### config.mk
export PLATFORM = sky130hd
export DESIGN_NAME = flash_seq_engine
export DESIGN_NICKNAME = d
export VERILOG_FILES = /design/src/rtl/flash_seq_pkg.sv /design/src/rtl/flash_seq_datapath.sv /design/src/rtl/flash_seq_ctrl.sv /design/src/rtl/flash_seq_engine.sv
export SDC_FILE = /design/constraint.sdc
export NUM_CORES = 1
export LEC_CHECK = 0
export BUFFER_PORTS_ARGS = -buffer_cell sky130_fd_sc_hd__buf_2
export CORE_AREA = 2 2 87 89
export CTS_CLUSTER_DIAMETER = 60
export DETAILED_ROUTE_END_ITERATION = 10
export DIE_AREA = 0 0 89 91
export HOLD_SLACK_MARGIN = 0.15
export PLACE_DENSITY_LB_ADDON = 0.05
export SLEW_MARGIN = 20
export SYNTH_ARGS = -nofsm -noshare
export SYNTH_HDL_FRONTEND = slang
export SYNTH_HIERARCHICAL = 1
export SYNTH_SLANG_ARGS = --single-unit
### constraint.sdc
create_clock -name clk -period 4.6 [get_ports clk]
set_input_delay 0.46 -clock clk [delete_from_list [all_inputs] [get_ports clk]]
set_output_delay 0.46 -clock clk [all_outputs]
set_load 0.03 [all_outputs]
### src/rtl/flash_seq_pkg.sv
package flash_seq_pkg;

  localparam int ADDR_W   = 16;
  localparam int DATA_W   = 8;
  localparam int BANK_W   = 8;
  localparam int OFF_W    = 14;
  localparam int SECTOR_W = 12;

  localparam int PROG_STEPS  = 8;
  localparam int ERASE_STEPS = 12;
  localparam int STEP_W      = $clog2(ERASE_STEPS + 1);

  localparam logic [ADDR_W-1:0] BANK_REG_ADDR = 16'hC000;
  localparam logic [ADDR_W-1:0] KEY_ADDR_A    = 16'h9555;
  localparam logic [ADDR_W-1:0] KEY_ADDR_B    = 16'hAAAA;
  localparam logic [ADDR_W-1:0] WINDOW_BASE   = 16'h8000;

  localparam logic [DATA_W-1:0] KEY_BYTE_A  = 8'hAA;
  localparam logic [DATA_W-1:0] KEY_BYTE_B  = 8'h55;
  localparam logic [DATA_W-1:0] OPC_PROGRAM = 8'hA0;
  localparam logic [DATA_W-1:0] OPC_SETUP   = 8'h80;
  localparam logic [DATA_W-1:0] OPC_SECTOR  = 8'h30;
  localparam logic [DATA_W-1:0] ERASED_BYTE = 8'hFF;
  localparam logic [DATA_W-1:0] BANK_ONE    = 8'h01;
  localparam logic [DATA_W-1:0] BANK_ZERO   = 8'h00;

  typedef logic [STEP_W-1:0] step_t;

  typedef enum logic [1:0] {
    ST_IDLE,
    ST_WRITE,
    ST_POLL_RD,
    ST_POLL_CHK
  } seqState_e;

  // strobes from control to datapath
  typedef struct packed {
    logic load;
    logic stepAdv;
    logic pollIssue;
    logic pollSample;
    logic pollPhase;
  } seqCtl_t;

  // conditions from datapath to control
  typedef struct packed {
    logic reqOk;
    logic lastStep;
    logic pollPass;
    logic pollLimit;
  } seqSts_t;

  typedef struct packed {
    logic [ADDR_W-1:0] addr;
    logic [DATA_W-1:0] data;
  } busBeat_t;

  // one of the four writes of the unlock prefix
  function automatic busBeat_t unlockBeat(input logic [1:0] k);
    busBeat_t b;
    case (k)
      2'd0:    b = '{addr: BANK_REG_ADDR, data: BANK_ONE};
      2'd1:    b = '{addr: KEY_ADDR_A,    data: KEY_BYTE_A};
      2'd2:    b = '{addr: BANK_REG_ADDR, data: BANK_ZERO};
      default: b = '{addr: KEY_ADDR_B,    data: KEY_BYTE_B};
    endcase
    return b;
  endfunction

endpackage

### src/rtl/flash_seq_datapath.sv
module flash_seq_datapath
  import flash_seq_pkg::*;
#(
  parameter int MAX_POLLS = 1024,
  parameter int NUM_BANKS = 32
) (
  input  logic              clk,
  input  logic              rstN,
  input  seqCtl_t           ctl,
  input  logic              reqErase,
  input  logic [BANK_W-1:0] reqBank,
  input  logic [OFF_W-1:0]  reqOffset,
  input  logic [DATA_W-1:0] reqData,
  input  logic [DATA_W-1:0] busRdData,
  output seqSts_t           sts,
  output logic [ADDR_W-1:0] busAddr,
  output logic [DATA_W-1:0] busWrData
);

  localparam int POLL_W = $clog2(MAX_POLLS + 1);
  localparam logic [POLL_W-1:0] POLL_MAX = POLL_W'(MAX_POLLS);
  localparam step_t LAST_PROG  = step_t'(PROG_STEPS - 1);
  localparam step_t LAST_ERASE = step_t'(ERASE_STEPS - 1);

  logic              opErase;
  logic [BANK_W-1:0] bankReg;
  logic [OFF_W-1:0]  offReg;
  logic [DATA_W-1:0] dataReg;
  step_t             stepIdx;
  logic [POLL_W-1:0] pollCnt;
  logic              prevMatch;

  logic [ADDR_W-1:0] targetAddr;
  logic [DATA_W-1:0] expectByte;
  logic              rdMatch;
  busBeat_t          beat;

  always_ff @(posedge clk or negedge rstN) begin
    if (!rstN) begin
      opErase   <= 1'b0;
      bankReg   <= '0;
      offReg    <= '0;
      dataReg   <= '0;
      stepIdx   <= '0;
      pollCnt   <= '0;
      prevMatch <= 1'b0;
    end else if (ctl.load) begin
      opErase   <= reqErase;
      bankReg   <= reqBank;
      offReg    <= reqOffset;
      dataReg   <= reqData;
      stepIdx   <= '0;
      pollCnt   <= '0;
      prevMatch <= 1'b0;
    end else begin
      if (ctl.stepAdv)    stepIdx   <= stepIdx + step_t'(1);
      if (ctl.pollIssue)  pollCnt   <= pollCnt + POLL_W'(1);
      if (ctl.pollSample) prevMatch <= rdMatch;
    end
  end

  assign targetAddr = WINDOW_BASE | {{(ADDR_W-OFF_W){1'b0}}, offReg};
  assign expectByte = opErase ? ERASED_BYTE : dataReg;
  assign rdMatch    = (busRdData == expectByte);

  // command script, indexed by step
  always_comb begin
    beat = unlockBeat(stepIdx[1:0]);
    case (stepIdx)
      step_t'(4):  beat = '{addr: BANK_REG_ADDR, data: BANK_ONE};
      step_t'(5):  beat = '{addr: KEY_ADDR_A, data: opErase ? OPC_SETUP : OPC_PROGRAM};
      step_t'(6):  beat = opErase ? unlockBeat(2'd0) : '{addr: BANK_REG_ADDR, data: bankReg};
      step_t'(7):  beat = opErase ? unlockBeat(2'd1) : '{addr: targetAddr, data: dataReg};
      step_t'(8):  beat = unlockBeat(2'd2);
      step_t'(9):  beat = unlockBeat(2'd3);
      step_t'(10): beat = '{addr: BANK_REG_ADDR, data: bankReg};
      step_t'(11): beat = '{addr: targetAddr, data: OPC_SECTOR};
      default:     ;
    endcase
  end

  assign busAddr   = ctl.pollPhase ? targetAddr : beat.addr;
  assign busWrData = ctl.pollPhase ? '0 : beat.data;

  assign sts.reqOk     = (int'(reqBank) < NUM_BANKS) &&
                         (!reqErase || (reqOffset[SECTOR_W-1:0] == '0));
  assign sts.lastStep  = (stepIdx == (opErase ? LAST_ERASE : LAST_PROG));
  assign sts.pollPass  = rdMatch && prevMatch;
  assign sts.pollLimit = (pollCnt >= POLL_MAX);

  // never more reads than the limit
  p_poll_bound_r7: assert property (@(posedge clk) disable iff (!rstN)
    pollCnt <= POLL_MAX);

  // the script index stays inside the script of the operation
  p_step_bound_r3: assert property (@(posedge clk) disable iff (!rstN)
    stepIdx <= (opErase ? step_t'(ERASE_STEPS) : step_t'(PROG_STEPS)));

endmodule

### src/rtl/flash_seq_ctrl.sv
module flash_seq_ctrl
  import flash_seq_pkg::*;
(
  input  logic    clk,
  input  logic    rstN,
  input  logic    reqValid,
  input  seqSts_t sts,
  output seqCtl_t ctl,
  output logic    busStrobe,
  output logic    busWrite,
  output logic    busy,
  output logic    opDone,
  output logic    opOk,
  output logic    opTimeout,
  output logic    opReject
);

  seqState_e state;

  always_comb begin
    ctl = '0;
    case (state)
      ST_IDLE:     ctl.load = reqValid;
      ST_WRITE:    ctl.stepAdv = 1'b1;
      ST_POLL_RD:  begin ctl.pollIssue = 1'b1;  ctl.pollPhase = 1'b1; end
      ST_POLL_CHK: begin ctl.pollSample = 1'b1; ctl.pollPhase = 1'b1; end
      default:     ;
    endcase
  end

  assign busStrobe = (state == ST_WRITE) || (state == ST_POLL_RD);
  assign busWrite  = (state == ST_WRITE);
  assign busy      = (state != ST_IDLE);

  always_ff @(posedge clk or negedge rstN) begin
    if (!rstN) begin
      state     <= ST_IDLE;
      opDone    <= 1'b0;
      opOk      <= 1'b0;
      opTimeout <= 1'b0;
      opReject  <= 1'b0;
    end else begin
      opDone    <= 1'b0;
      opOk      <= 1'b0;
      opTimeout <= 1'b0;
      opReject  <= 1'b0;
      case (state)
        ST_IDLE: begin
          if (reqValid) begin
            if (sts.reqOk) begin
              state <= ST_WRITE;
            end else begin
              opDone   <= 1'b1;
              opReject <= 1'b1;
            end
          end
        end
        ST_WRITE:   if (sts.lastStep) state <= ST_POLL_RD;
        ST_POLL_RD: state <= ST_POLL_CHK;
        ST_POLL_CHK: begin
          if (sts.pollPass) begin
            state  <= ST_IDLE;
            opDone <= 1'b1;
            opOk   <= 1'b1;
          end else if (sts.pollLimit) begin
            state     <= ST_IDLE;
            opDone    <= 1'b1;
            opTimeout <= 1'b1;
          end else begin
            state <= ST_POLL_RD;
          end
        end
        default: state <= ST_IDLE;
      endcase
    end
  end

  p_done_onehot_r9: assert property (@(posedge clk) disable iff (!rstN)
    opDone |-> $onehot({opOk, opTimeout, opReject}));

  p_done_pulse_r9: assert property (@(posedge clk) disable iff (!rstN)
    opDone |=> !opDone);

  p_read_gap_r4: assert property (@(posedge clk) disable iff (!rstN)
    (busStrobe && !busWrite) |=> !busStrobe);

  p_reject_quiet_r6: assert property (@(posedge clk) disable iff (!rstN)
    (opDone && opReject) |-> !$past(busStrobe));

endmodule

### src/rtl/flash_seq_engine.sv
module flash_seq_engine
  import flash_seq_pkg::*;
#(
  parameter int MAX_POLLS = 1024,
  parameter int NUM_BANKS = 32
) (
  input  logic                clk,
  input  logic                rstN,
  input  logic                reqValid,
  input  logic                reqErase,
  input  logic [BANK_W-1:0]   reqBank,
  input  logic [OFF_W-1:0]    reqOffset,
  input  logic [DATA_W-1:0]   reqData,
  output logic                busStrobe,
  output logic                busWrite,
  output logic [ADDR_W-1:0]   busAddr,
  output logic [DATA_W-1:0]   busWrData,
  input  logic [DATA_W-1:0]   busRdData,
  output logic                busy,
  output logic                opDone,
  output logic                opOk,
  output logic                opTimeout,
  output logic                opReject
);

  seqCtl_t ctl;
  seqSts_t sts;

  flash_seq_ctrl u_ctrl (
    .clk       (clk),
    .rstN      (rstN),
    .reqValid  (reqValid),
    .sts       (sts),
    .ctl       (ctl),
    .busStrobe (busStrobe),
    .busWrite  (busWrite),
    .busy      (busy),
    .opDone    (opDone),
    .opOk      (opOk),
    .opTimeout (opTimeout),
    .opReject  (opReject)
  );

  flash_seq_datapath #(
    .MAX_POLLS (MAX_POLLS),
    .NUM_BANKS (NUM_BANKS)
  ) u_dp (
    .clk       (clk),
    .rstN      (rstN),
    .ctl       (ctl),
    .reqErase  (reqErase),
    .reqBank   (reqBank),
    .reqOffset (reqOffset),
    .reqData   (reqData),
    .busRdData (busRdData),
    .sts       (sts),
    .busAddr   (busAddr),
    .busWrData (busWrData)
  );

endmodule

==> metrics.txt <==
setup bufs post-CTS=0; Synth area leaders=dfrtp_1, mux2_2, ha_1, xor2_1, nor2_1; clk_skew=0.00790 ns; Startpoint Class=register; DRT iter0 DRCs=108; final hold violations=0; ANT nets after route=0; DRC Markers=0; final wirelength=7310 um; RePlAce Congestion=0.842; pwr dens=727 nW/um^2; outcome=finished, final reports clean; maximum fanout along the worst path=13; total leakage power=1.73 nW; EDFF count, synth=0; power share of the clock group=12.6%; Comb power frac=55.3%; async set or reset register ratio after synthesis=100%; clock tree buffer depth=2; Setup crit end kind=output port; Yosys reg bits=53; row count=31; htree depth=2; CTS resizes=0; core area=7140 sq um; Slew HR=34.4%; Die Y=91 um; clk_lat worst skew=0.31 ns; DR pass1 iterations=4; worst slew pin tran=0.960 ns; sw frac=47.3%; cell count after synthesis=313; max-slew violation count=0; final-stage net count=430; Flop pwr share=32.1%; Setup Viol. Count Final=0; worst slack at placement=1.97 ns; Die W=89 um; sw power=1.26 mW; first-pass GRT wire length=11900 um; Avg Cell Area, Syn=9.98 sq um; sequential area share after synthesis=42.5%; TritonCTS Buffers=5; RSZ-0062 raised after global routing=false; Worst EP arrival=2.49 ns; root buffer cell=clkbuf_8; CTS tree=yes; Final WS setup=1.65 ns; post-synthesis cell area=3120 sq um; critical path class=register to output port; vias in the first global route=2453; Synth Flop Type=dfrtp_1; via/cell ratio=5.26; clk sink count=53; Post-Syn Nets=367; period utilization=64.1%; via count=2503; peak supply drop=363 uV; Critical Path RT=4.14 ns; grt ovf=0; setup_tns=0 ns; DR WL/cell=15.4 um; layout cells sized above 1=32.1%; antenna violations before repair=0; Ant. Diodes=0; Ys Warns=6; Synth-to-Final Area Change=16.9%; # IOs=73; Port Buffers=71; Post-DP HPWL=5230 um; Pint=1.40 mW; worst min-delay path class=input pin to async pin; largest net degree at the start of global routing=54; die area=8100 sq um; post-cts hold buffer count=0; f_max=339 MHz; max-cap violations=0; Tmin final=2.95 ns; Worst-path clk slew=0.10 ns; top-area cell type share of the netlist area=42.5%; total track usage=18.6%; initial core utilization=43.8%; Synth cell types=51; area leader, netlist=dfrtp_1
## power by group through the flow
| stage | Clock (mW) | Combinational (mW) | Sequential [mW] |
|---|---|---|---|
| after detailed placement | 0 | 1.48 | 0.859 |
| after global placement | 0 | 1.46 | 0.853 |
| after CTS | 0.349 | 1.48 | 0.850 |
| after global routing | 0.366 | 1.60 | 0.882 |
| final | 0.335 | 1.47 | 0.851 |
| after floorplan | 0 | 1.18 | 0.784 |
## worst paths after layout
| path | from | to | slack [ns] | depth (start not counted) |
|---|---|---|---|---|
| worst max-delay path | u_dp/stepIdx[0]$_DFFE_PN0P_ | busAddr[0] | 1.65 | 7 |
| worst min-delay path | rstN | u_dp/dataReg[3]$_DFFE_PN0P_ | 0.25 | 2 |
| worst max register to register | u_dp/opErase$_DFFE_PN0P_ | u_ctrl/state[1]$_DFFE_PN0P_ | 2.17 | 7 |
| worst min register to register | u_dp/bankReg[6]$_DFFE_PN0P_ | u_dp/bankReg[6]$_DFFE_PN0P_ | 0.52 | 1 |
| max in group asynchronous | rstN | u_dp/stepIdx[1]$_DFFE_PN0P_ | 3.86 | 2 |
| min in group clk | reqBank[1] | u_dp/bankReg[1]$_DFFE_PN0P_ | 0.37 | 2 |
## cell families after synthesis
| logic type | count (synthesis) | share of synthesized area, % |
|---|---|---|
| AO/OA/AOI/OAI | 78 | 17.7 |
| multiplexers | 32 | 11.5 |
| flip-flops | 53 | 42.5 |
| adder cells (fa/ha/maj) | 12 | 4.81 |
| other | 1 | 0.120 |
| XOR/XNOR | 18 | 5.05 |
| AND/OR/NAND/NOR | 90 | 14.3 |
| buffers and inverters | 29 | 4.08 |
## critical path, stage by stage (launching register included)
cell and delay [ns]:
dfrtp_1 0.44, ha_1 0.45, nor4_1 0.14, nor2_1 0.28, nor2_1 0.09, nor2_1 0.36, a22o_1 0.21, buf_2 0.20
## layout make-up
cell class	count	area, sq um
tap	99	124
inverter	12	45.0
timing repair buffer	73	370
clock buffer	7	86.3
sequential	53	1330
fill	715	3480
clock inverter	1	30.0
multi-input combinational	231	1670
## metrics by stage
step / utilization [%] / power [mW] / std cells / area, sq um / hold WS [ns]
finish: 51.2 / 2.66 / 476 / 3650 / 0.247
detailed placement: 49.6 / 2.34 / 468 / 3540 / 0.496
floorplan: - / 1.97 / 313 / 3120 / 0.164
global route: 51.2 / 2.85 / 476 / 3650 / 0.345
global placement: 49.6 / 2.31 / 468 / 3540 / 0.490
CTS: 51.2 / 2.68 / 476 / 3650 / 0.296
## synthesized netlist by cell type, drive strengths merged, types with 7 or more instances
master / count
a21o: 13
a21oi: 11
a22o: 7
a31oi: 11
buf: 7
clkbuf: 10
dfrtp: 53
ha: 12
inv: 11
mux2: 30
nand2: 18
nand3: 7
nor2: 31
o21ai: 17
xor2: 14
## layout by cell type (no fill, tap or decap), drive strengths merged, types with 4 or more instances in the layout
cell type and count:
a211oi 4, a21o 13, a21oi 11, a22o 7
a31oi 11, buf 73, clkbuf 7, dfrtp 53
ha 12, inv 11, mux2 30, nand2 18
nand3 7, nand4 5, nor2 31, nor3 5
nor4 5, o21ai 17, o41ai 4, xnor2 4
xor2 14
## flip-flops by register name (all words and copies together), names as in the netlist
| name | flops |
|---|---|
| u_ctrl/state | 2 |
| u_dp/opErase | 1 |
| u_dp/stepIdx | 4 |
| u_dp/prevMatch | 1 |
| u_ctrl/opReject | 1 |
| u_dp/offReg | 14 |
| u_ctrl/opOk | 1 |
| u_dp/dataReg | 8 |
| u_dp/bankReg | 8 |
| u_ctrl/opTimeout | 1 |
| u_ctrl/opDone | 1 |
| u_dp/pollCnt | 11 |
## per-layer routing
layer	track usage, %	up-vias	wire length [um]
met2	30.1	57	3340
li1	-	1240	-
met3	2.82	6	313
met4	4.23	0	72
met5	0	-	0
met1	26.2	1200	3580
Note: power is estimated with default switching activity, not from simulation.
